**src/rtl/pdc_pkg.sv**
```systemverilog
package pdc_pkg;
  typedef enum logic [1:0] {
    FB_RISE = 2'd0,
    FB_FALL = 2'd1,
    FB_BOTH = 2'd2,
    FB_NONE = 2'd3
  } fb_mode_e;
endpackage

```
**src/rtl/pdc_prescaler.sv**
```systemverilog
module pdc_prescaler
  import pdc_pkg::*;
#(
  parameter int DIVW = 8
) (
  input  logic            clk_i,
  input  logic            rst_ni,
  input  logic            init_i,
  input  logic            fb_clk_i,
  input  fb_mode_e        mode_i,
  input  logic [DIVW-1:0] div_i,
  output logic            tick_o
);
  logic            fb_q;
  fb_mode_e        mode_q;
  logic [DIVW-1:0] div_q;
  logic [DIVW-1:0] pre_q;
  logic            edge_hit;
  logic            wrap;

  always_comb begin
    unique case (mode_q)
      FB_RISE: edge_hit = fb_clk_i & ~fb_q;
      FB_FALL: edge_hit = ~fb_clk_i & fb_q;
      FB_BOTH: edge_hit = fb_clk_i ^ fb_q;
      default: edge_hit = 1'b0;
    endcase
  end

  assign wrap   = (pre_q == div_q);
  assign tick_o = edge_hit & wrap & ~init_i;

  always_ff @(posedge clk_i or negedge rst_ni) begin
    if (!rst_ni) begin
      fb_q   <= 1'b0;
      mode_q <= FB_RISE;
      div_q  <= '0;
      pre_q  <= '0;
    end else begin
      fb_q <= fb_clk_i;
      if (init_i) begin
        mode_q <= mode_i;
        div_q  <= div_i;
        pre_q  <= '0;
      end else if (edge_hit) begin
        pre_q <= wrap ? '0 : pre_q + 1'b1;
      end
    end
  end
endmodule

```
**src/rtl/pdc_accum.sv**
```systemverilog
module pdc_accum #(
  parameter int W = 16
) (
  input  logic                clk_i,
  input  logic                rst_ni,
  input  logic                init_i,
  input  logic                up_i,
  input  logic                dn_i,
  output logic signed [W-1:0] count_o
);
  localparam logic signed [W-1:0] MAXV = {1'b0, {(W-1){1'b1}}};
  localparam logic signed [W-1:0] MINV = {1'b1, {(W-1){1'b0}}};

  always_ff @(posedge clk_i or negedge rst_ni) begin
    if (!rst_ni) begin
      count_o <= '0;
    end else if (init_i) begin
      count_o <= '0;
    end else if (up_i && !dn_i && count_o != MAXV) begin
      count_o <= count_o + 1'b1;
    end else if (dn_i && !up_i && count_o != MINV) begin
      count_o <= count_o - 1'b1;
    end
  end
endmodule

```
**src/rtl/pdc_compare.sv**
```systemverilog
module pdc_compare #(
  parameter int W      = 16,
  parameter bit EXCESS = 1'b0
) (
  input  logic                clk_i,
  input  logic                rst_ni,
  input  logic signed [W-1:0] count_i,
  input  logic        [W-1:0] limit_i,
  input  logic                en_i,
  output logic                hit_o
);
  logic signed [W:0] ext;
  logic        [W:0] mag;
  logic              match;

  assign ext = {count_i[W-1], count_i};
  assign mag = ext[W] ? $unsigned(-ext) : $unsigned(ext);

  generate
    if (EXCESS) begin : g_above
      assign match = mag > {1'b0, limit_i};
    end else begin : g_within
      assign match = mag <= {1'b0, limit_i};
    end
  endgenerate

  always_ff @(posedge clk_i or negedge rst_ni) begin
    if (!rst_ni) hit_o <= 1'b0;
    else         hit_o <= en_i & match;
  end
endmodule

```
**src/rtl/pulse_dev_counter.sv**
```systemverilog
module pulse_dev_counter
  import pdc_pkg::*;
#(
  parameter int W    = 16,
  parameter int DIVW = 8
) (
  input  logic                clk_i,
  input  logic                rst_ni,
  input  logic                init_i,
  input  logic [1:0]          fb_mode_i,
  input  logic [DIVW-1:0]     fb_div_i,
  input  logic                out_pulse_i,
  input  logic                fb_clk_i,
  input  logic [W-1:0]        near_lim_i,
  input  logic                near_en_i,
  input  logic [W-1:0]        far_lim_i,
  input  logic                far_en_i,
  output logic signed [W-1:0] count_o,
  output logic [1:0]          cause_o,
  output logic                irq_o
);
  localparam int NCMP = 2;

  logic         fb_tick;
  logic [W-1:0] lim [NCMP];
  logic         en  [NCMP];

  assign lim[0] = near_lim_i;
  assign lim[1] = far_lim_i;
  assign en[0]  = near_en_i;
  assign en[1]  = far_en_i;

  pdc_prescaler #(.DIVW(DIVW)) i_pre (
    .clk_i   (clk_i),
    .rst_ni  (rst_ni),
    .init_i  (init_i),
    .fb_clk_i(fb_clk_i),
    .mode_i  (fb_mode_e'(fb_mode_i)),
    .div_i   (fb_div_i),
    .tick_o  (fb_tick)
  );

  pdc_accum #(.W(W)) i_acc (
    .clk_i  (clk_i),
    .rst_ni (rst_ni),
    .init_i (init_i),
    .up_i   (out_pulse_i),
    .dn_i   (fb_tick),
    .count_o(count_o)
  );

  for (genvar g = 0; g < NCMP; g++) begin : g_cmp
    pdc_compare #(.W(W), .EXCESS(g == 1)) i_cmp (
      .clk_i  (clk_i),
      .rst_ni (rst_ni),
      .count_i(count_o),
      .limit_i(lim[g]),
      .en_i   (en[g]),
      .hit_o  (cause_o[g])
    );
  end

  assign irq_o = |cause_o;
endmodule

```
**config.mk**
```make
export PLATFORM = sky130hd
export DESIGN_NAME = pulse_dev_counter
export DESIGN_NICKNAME = d
export VERILOG_FILES = /design/src/rtl/pdc_pkg.sv /design/src/rtl/pdc_prescaler.sv /design/src/rtl/pdc_accum.sv /design/src/rtl/pdc_compare.sv /design/src/rtl/pulse_dev_counter.sv
export SDC_FILE = /design/constraint.sdc
export NUM_CORES = 1
export LEC_CHECK = 0
export BUFFER_PORTS_ARGS = -buffer_cell sky130_fd_sc_hd__buf_4
export CAP_MARGIN = 20
export CORE_MARGIN = 5
export CORE_UTILIZATION = 30
export DETAILED_ROUTE_END_ITERATION = 8
export PLACE_DENSITY_LB_ADDON = 0.25
export SLEW_MARGIN = 30
export SYNTH_ARGS = -nofsm -noshare
export SYNTH_HDL_FRONTEND = slang
export SYNTH_SLANG_ARGS = --single-unit
```
**constraint.sdc**
```tcl
create_clock -name clk_i -period 4 [get_ports clk_i]
set_input_delay 0.8 -clock clk_i [delete_from_list [all_inputs] [get_ports clk_i]]
set_output_delay 0.8 -clock clk_i [all_outputs]
set_load 0.05 [all_outputs]
```
==> qor.yml <==
clocking:
  cts_sinks: 37
  clock_insertion_delay_worst_skew_ns: 0.28
  tritoncts: "built"
  numCtsBuffers: 5
  htree_num_levels: 2
  cts_buffer_depth: 2
  cts.reportedPaths.clkPinSlew_ns: 0.06
  clockRootBuffer: "clkbuf_16"
  cts_setup_buffers: 0
  cts.repair.resized: 0
  cts-hold-fix-buffers: 0
final_layout:
  antenna_diode_instance_count: 0
  nNetsFinal: 566
  drive_above_1_share_pct: 22.20
  flow.area_growth_from_synthesis_pct: 23.17
  finish.instance_area_um2: 4369
  final_cells: 607
grt:
  groute.layer.met3.usage_pct: 2.197
  gr-usage-all-layers_pct: 12.80
  grt_max_degree: 38
  grt_antenna_before_repair: 0
  vias_in_the_first_global_route: 3230
  grt_util_met1_pct: 16.47
  grt_first_pass_wirelength_mm: 15.14
  grt.overflow.total: 0
  groute.layer.met2.usage_pct: 22.10
  grt-busiest-layer: "met2"
floorplan:
  floorplan_core_area_um2: 11520
  rows: 39
  io_pins: 68
  floorplan.initialDensity_pct: 30.80
  die_h_um: 118.7
  die_width_um: 118.7
  dieArea_um2: 14100
routing:
  route.detailed.wl_per_inst_um: 14.55
  drt_antenna_net_count: 0
  number_of_design_rule_violations_left_by_the_first_detailed_router_iteration: 147
  post-route-drc-count: 0
  drt_wl_total_mm: 8.829
  via_per_inst: 5.007
  detailed_routing_iterations_pass_1: 4
  vias: 3039
job:
  max-cap-violations: 0
sta:
  max_slew.worst_pin.slew_ns: 0.6104
  report.final.setup_viol: 0
  min_period_over_period_pct: 88.26
  worst_hold_slack_ns: 0.4739
  finClkSkew_ns: 0.005448
  final.setup.worst_slack_ns: 0.4697
  final_period_minus_worst_setup_slack_ns: 3.530
  timing.fmax_mhz: 283.3
  setup_total_negative_slack_ns: 0
  slew_headroom_pct: 58.43
  grt_setup_unrepaired: "no"
  report.final.hold_viol_count: 0
  drv_slew: 0
setup_path:
  crit_path_max_incr_delay_ns: 0.34
  cp_data_arrival_time_ns: 3.74
  timing.rr.start: "i_acc.count_o[0]$_DFFE_PN0P_"
  cp_cell_sequence: "buf_4 -> inv_1 -> ha_1 -> o21ai_0 -> o21ai_4 -> nor3_4 -> a21o_4 -> ha_1 -> a21oi_1 -> o21ai_0 -> o21ai_0 -> a32oi_1 -> xnor2_1 -> or3_1 -> a21oi_1"
  critPathMaxFanout: 18
  endpoint_class_of_the_critical_path: "register"
  worstSetupPathType: "in -> reg"
  reg2reg_depth: 12
  critPathMostFrequentCell: "o21ai_0"
  crit_path_top_delay_cell: "ha_1"
  critPathLaunchType: "primary input"
  critical_path_required_ns: 4.21
  rrSetupSlack_ns: 0.61
  critical_path.reg2reg.endpoint: "i_acc.count_o[15]$_DFFE_PN0P_"
synthesis:
  postSynthNetCount: 501
  postSynthCellCount: 398
  synth_seq_area_share_pct: 26.10
  synth_flop_cell: "dfrtp_1"
  synth_edf_count: 0
  yosysTopAreaCellShare_pct: 26.10
  synth.yosys.warnings: 0
  top_cells_by_area_in_the_synthesized_netlist: "dfrtp_1, ha_1, xnor2_1, inv_1, a21oi_1"
  synth_cell_types: 53
  post_synth_instance_area_um2: 3547
  synth.avg_cell_area_um2: 8.912
  synth_async_sr_flop_share_pct: 100.0
  yosys.area.top_type: "dfrtp_1"
  postSynthRegisterBits: 37
placed_design:
  pre_cts_ws_ns: 0.1739
  post_dp_cell_area_um2: 4193
  port-buffer-count: 67
  dpl.cell_count: 599
  gp_routability_congestion: 0.7915
  hpwl_mm: 7.121
run_status:
  run_status: "finished clean"
min_path:
  hold_class: "in -> async"
power:
  power.static_leakage_nw: 2.217
  worst_ir_drop_vdd_mv: 0.1343
  cellPowerDensity_nw_per_um2: 403.1
where the power goes:
| group | total [mW] | switching [mW] | leakage (nW) | internal, mW |
|---|---|---|---|---|
| sequential | 0.494 | 0.0786 | 0.476 | 0.416 |
| combinational | 0.794 | 0.449 | 1.66 | 0.345 |
| clock | 0.472 | 0.161 | 0.0831 | 0.311 |
| total | 1.76 | 0.689 | 2.22 | 1.07 |
worst max-delay path, delay by kind of cell:
kind                     cells  cell delay (ns)
AO/OA/AOI/OAI                8             1.56
adder cells (fa/ha/maj)      2             0.61
AND/OR/NAND/NOR              2             0.47
XOR/XNOR                     1             0.16
buffers and inverters        2             0.13
Yosys cell counts, drive strengths merged, types with 3 or more instances:
cell and instances:
nor3 6, nor2b 5, xnor2 29, o31ai 5, nand2 30, buf 8, a211oi 4, a21o 14
dfrtp 37, or3 3, o21ai 18, or2 3, nor2 27, clkbuf 4, nand3 11, mux2 12
inv 38, a31oi 3, ha 53, o21a 3, xor2 11, nand2b 3, nand4 14, mux2i 7
a21oi 26
per-layer routing:
layer  vias to the layer above  routed length (um)
li1                       1541                   -
met1                      1437                4132
met2                        54                4213
met3                         7                 378
met4                         0                 104
met5                         -                   0
cell usage in the layout, fill, tap and decap left out, types with 6 or more instances in the layout:
| cell type | count |
|---|---|
| ha_1 | 53 |
| dfrtp_1 | 37 |
| a21oi_1 | 26 |
| mux2_2 | 11 |
| buf_4 | 70 |
| nor2_1 | 27 |
| inv_1 | 38 |
| mux2i_1 | 6 |
| nand3_1 | 11 |
| nand2_1 | 30 |
| a21o_1 | 13 |
| nand4_1 | 13 |
| o21ai_0 | 17 |
| xor2_1 | 11 |
| xnor2_1 | 29 |
layout make-up:
type	count	area, um^2
clock inverters	2	37.54
multi-input cells	311	2420
well taps	143	178.9
clock buffers	6	138.9
fillers	1191	7147
flip-flops and latches	37	925.9
repair buffers	70	525.5
inverters	38	142.6
kinds of logic after synthesis:
family	share of synthesized area, %
AOI/OAI and AO/OA	16.79
xor gates and xnor gates	9.876
adders and majority gates	19.26
buffers and inverters	5.679
DFF	26.10
muxes	6.243
and+or+nand+nor	16.05
stage by stage:
step	utilization [%]	total power [mW]
after floorplan	-	1.077
after global placement	36.41	1.279
after detailed placement	36.41	1.300
after CTS	37.94	1.784
after global routing	37.94	1.896
final	37.94	1.761
flip-flops by register name, indices dropped and copies added (netlist names):
name and count:
i_acc.count_o 16, i_pre.pre_q 8, i_pre.div_q 8, i_pre.mode_q 2, g_cmp.i_cmp.hit_o 2, i_pre.fb_q 1
worst max path at each step:
stage          cells after the start  startpoint                            end  slack [ns]
2_1_floorplan                     14    fb_clk_i  i_acc.count_o[15]$_DFFE_PN0P_        0.48
3_3_place_gp                      15    fb_clk_i  i_acc.count_o[15]$_DFFE_PN0P_        0.29
3_5_place_dp                      15    fb_clk_i  i_acc.count_o[15]$_DFFE_PN0P_        0.17
4_1_cts                           15    fb_clk_i  i_acc.count_o[15]$_DFFE_PN0P_        0.47
5_1_grt                           15    fb_clk_i  i_acc.count_o[15]$_DFFE_PN0P_        0.17
6_report                          15    fb_clk_i  i_acc.count_o[15]$_DFFE_PN0P_        0.47
Note: power is estimated with default switching activity, not from simulation.
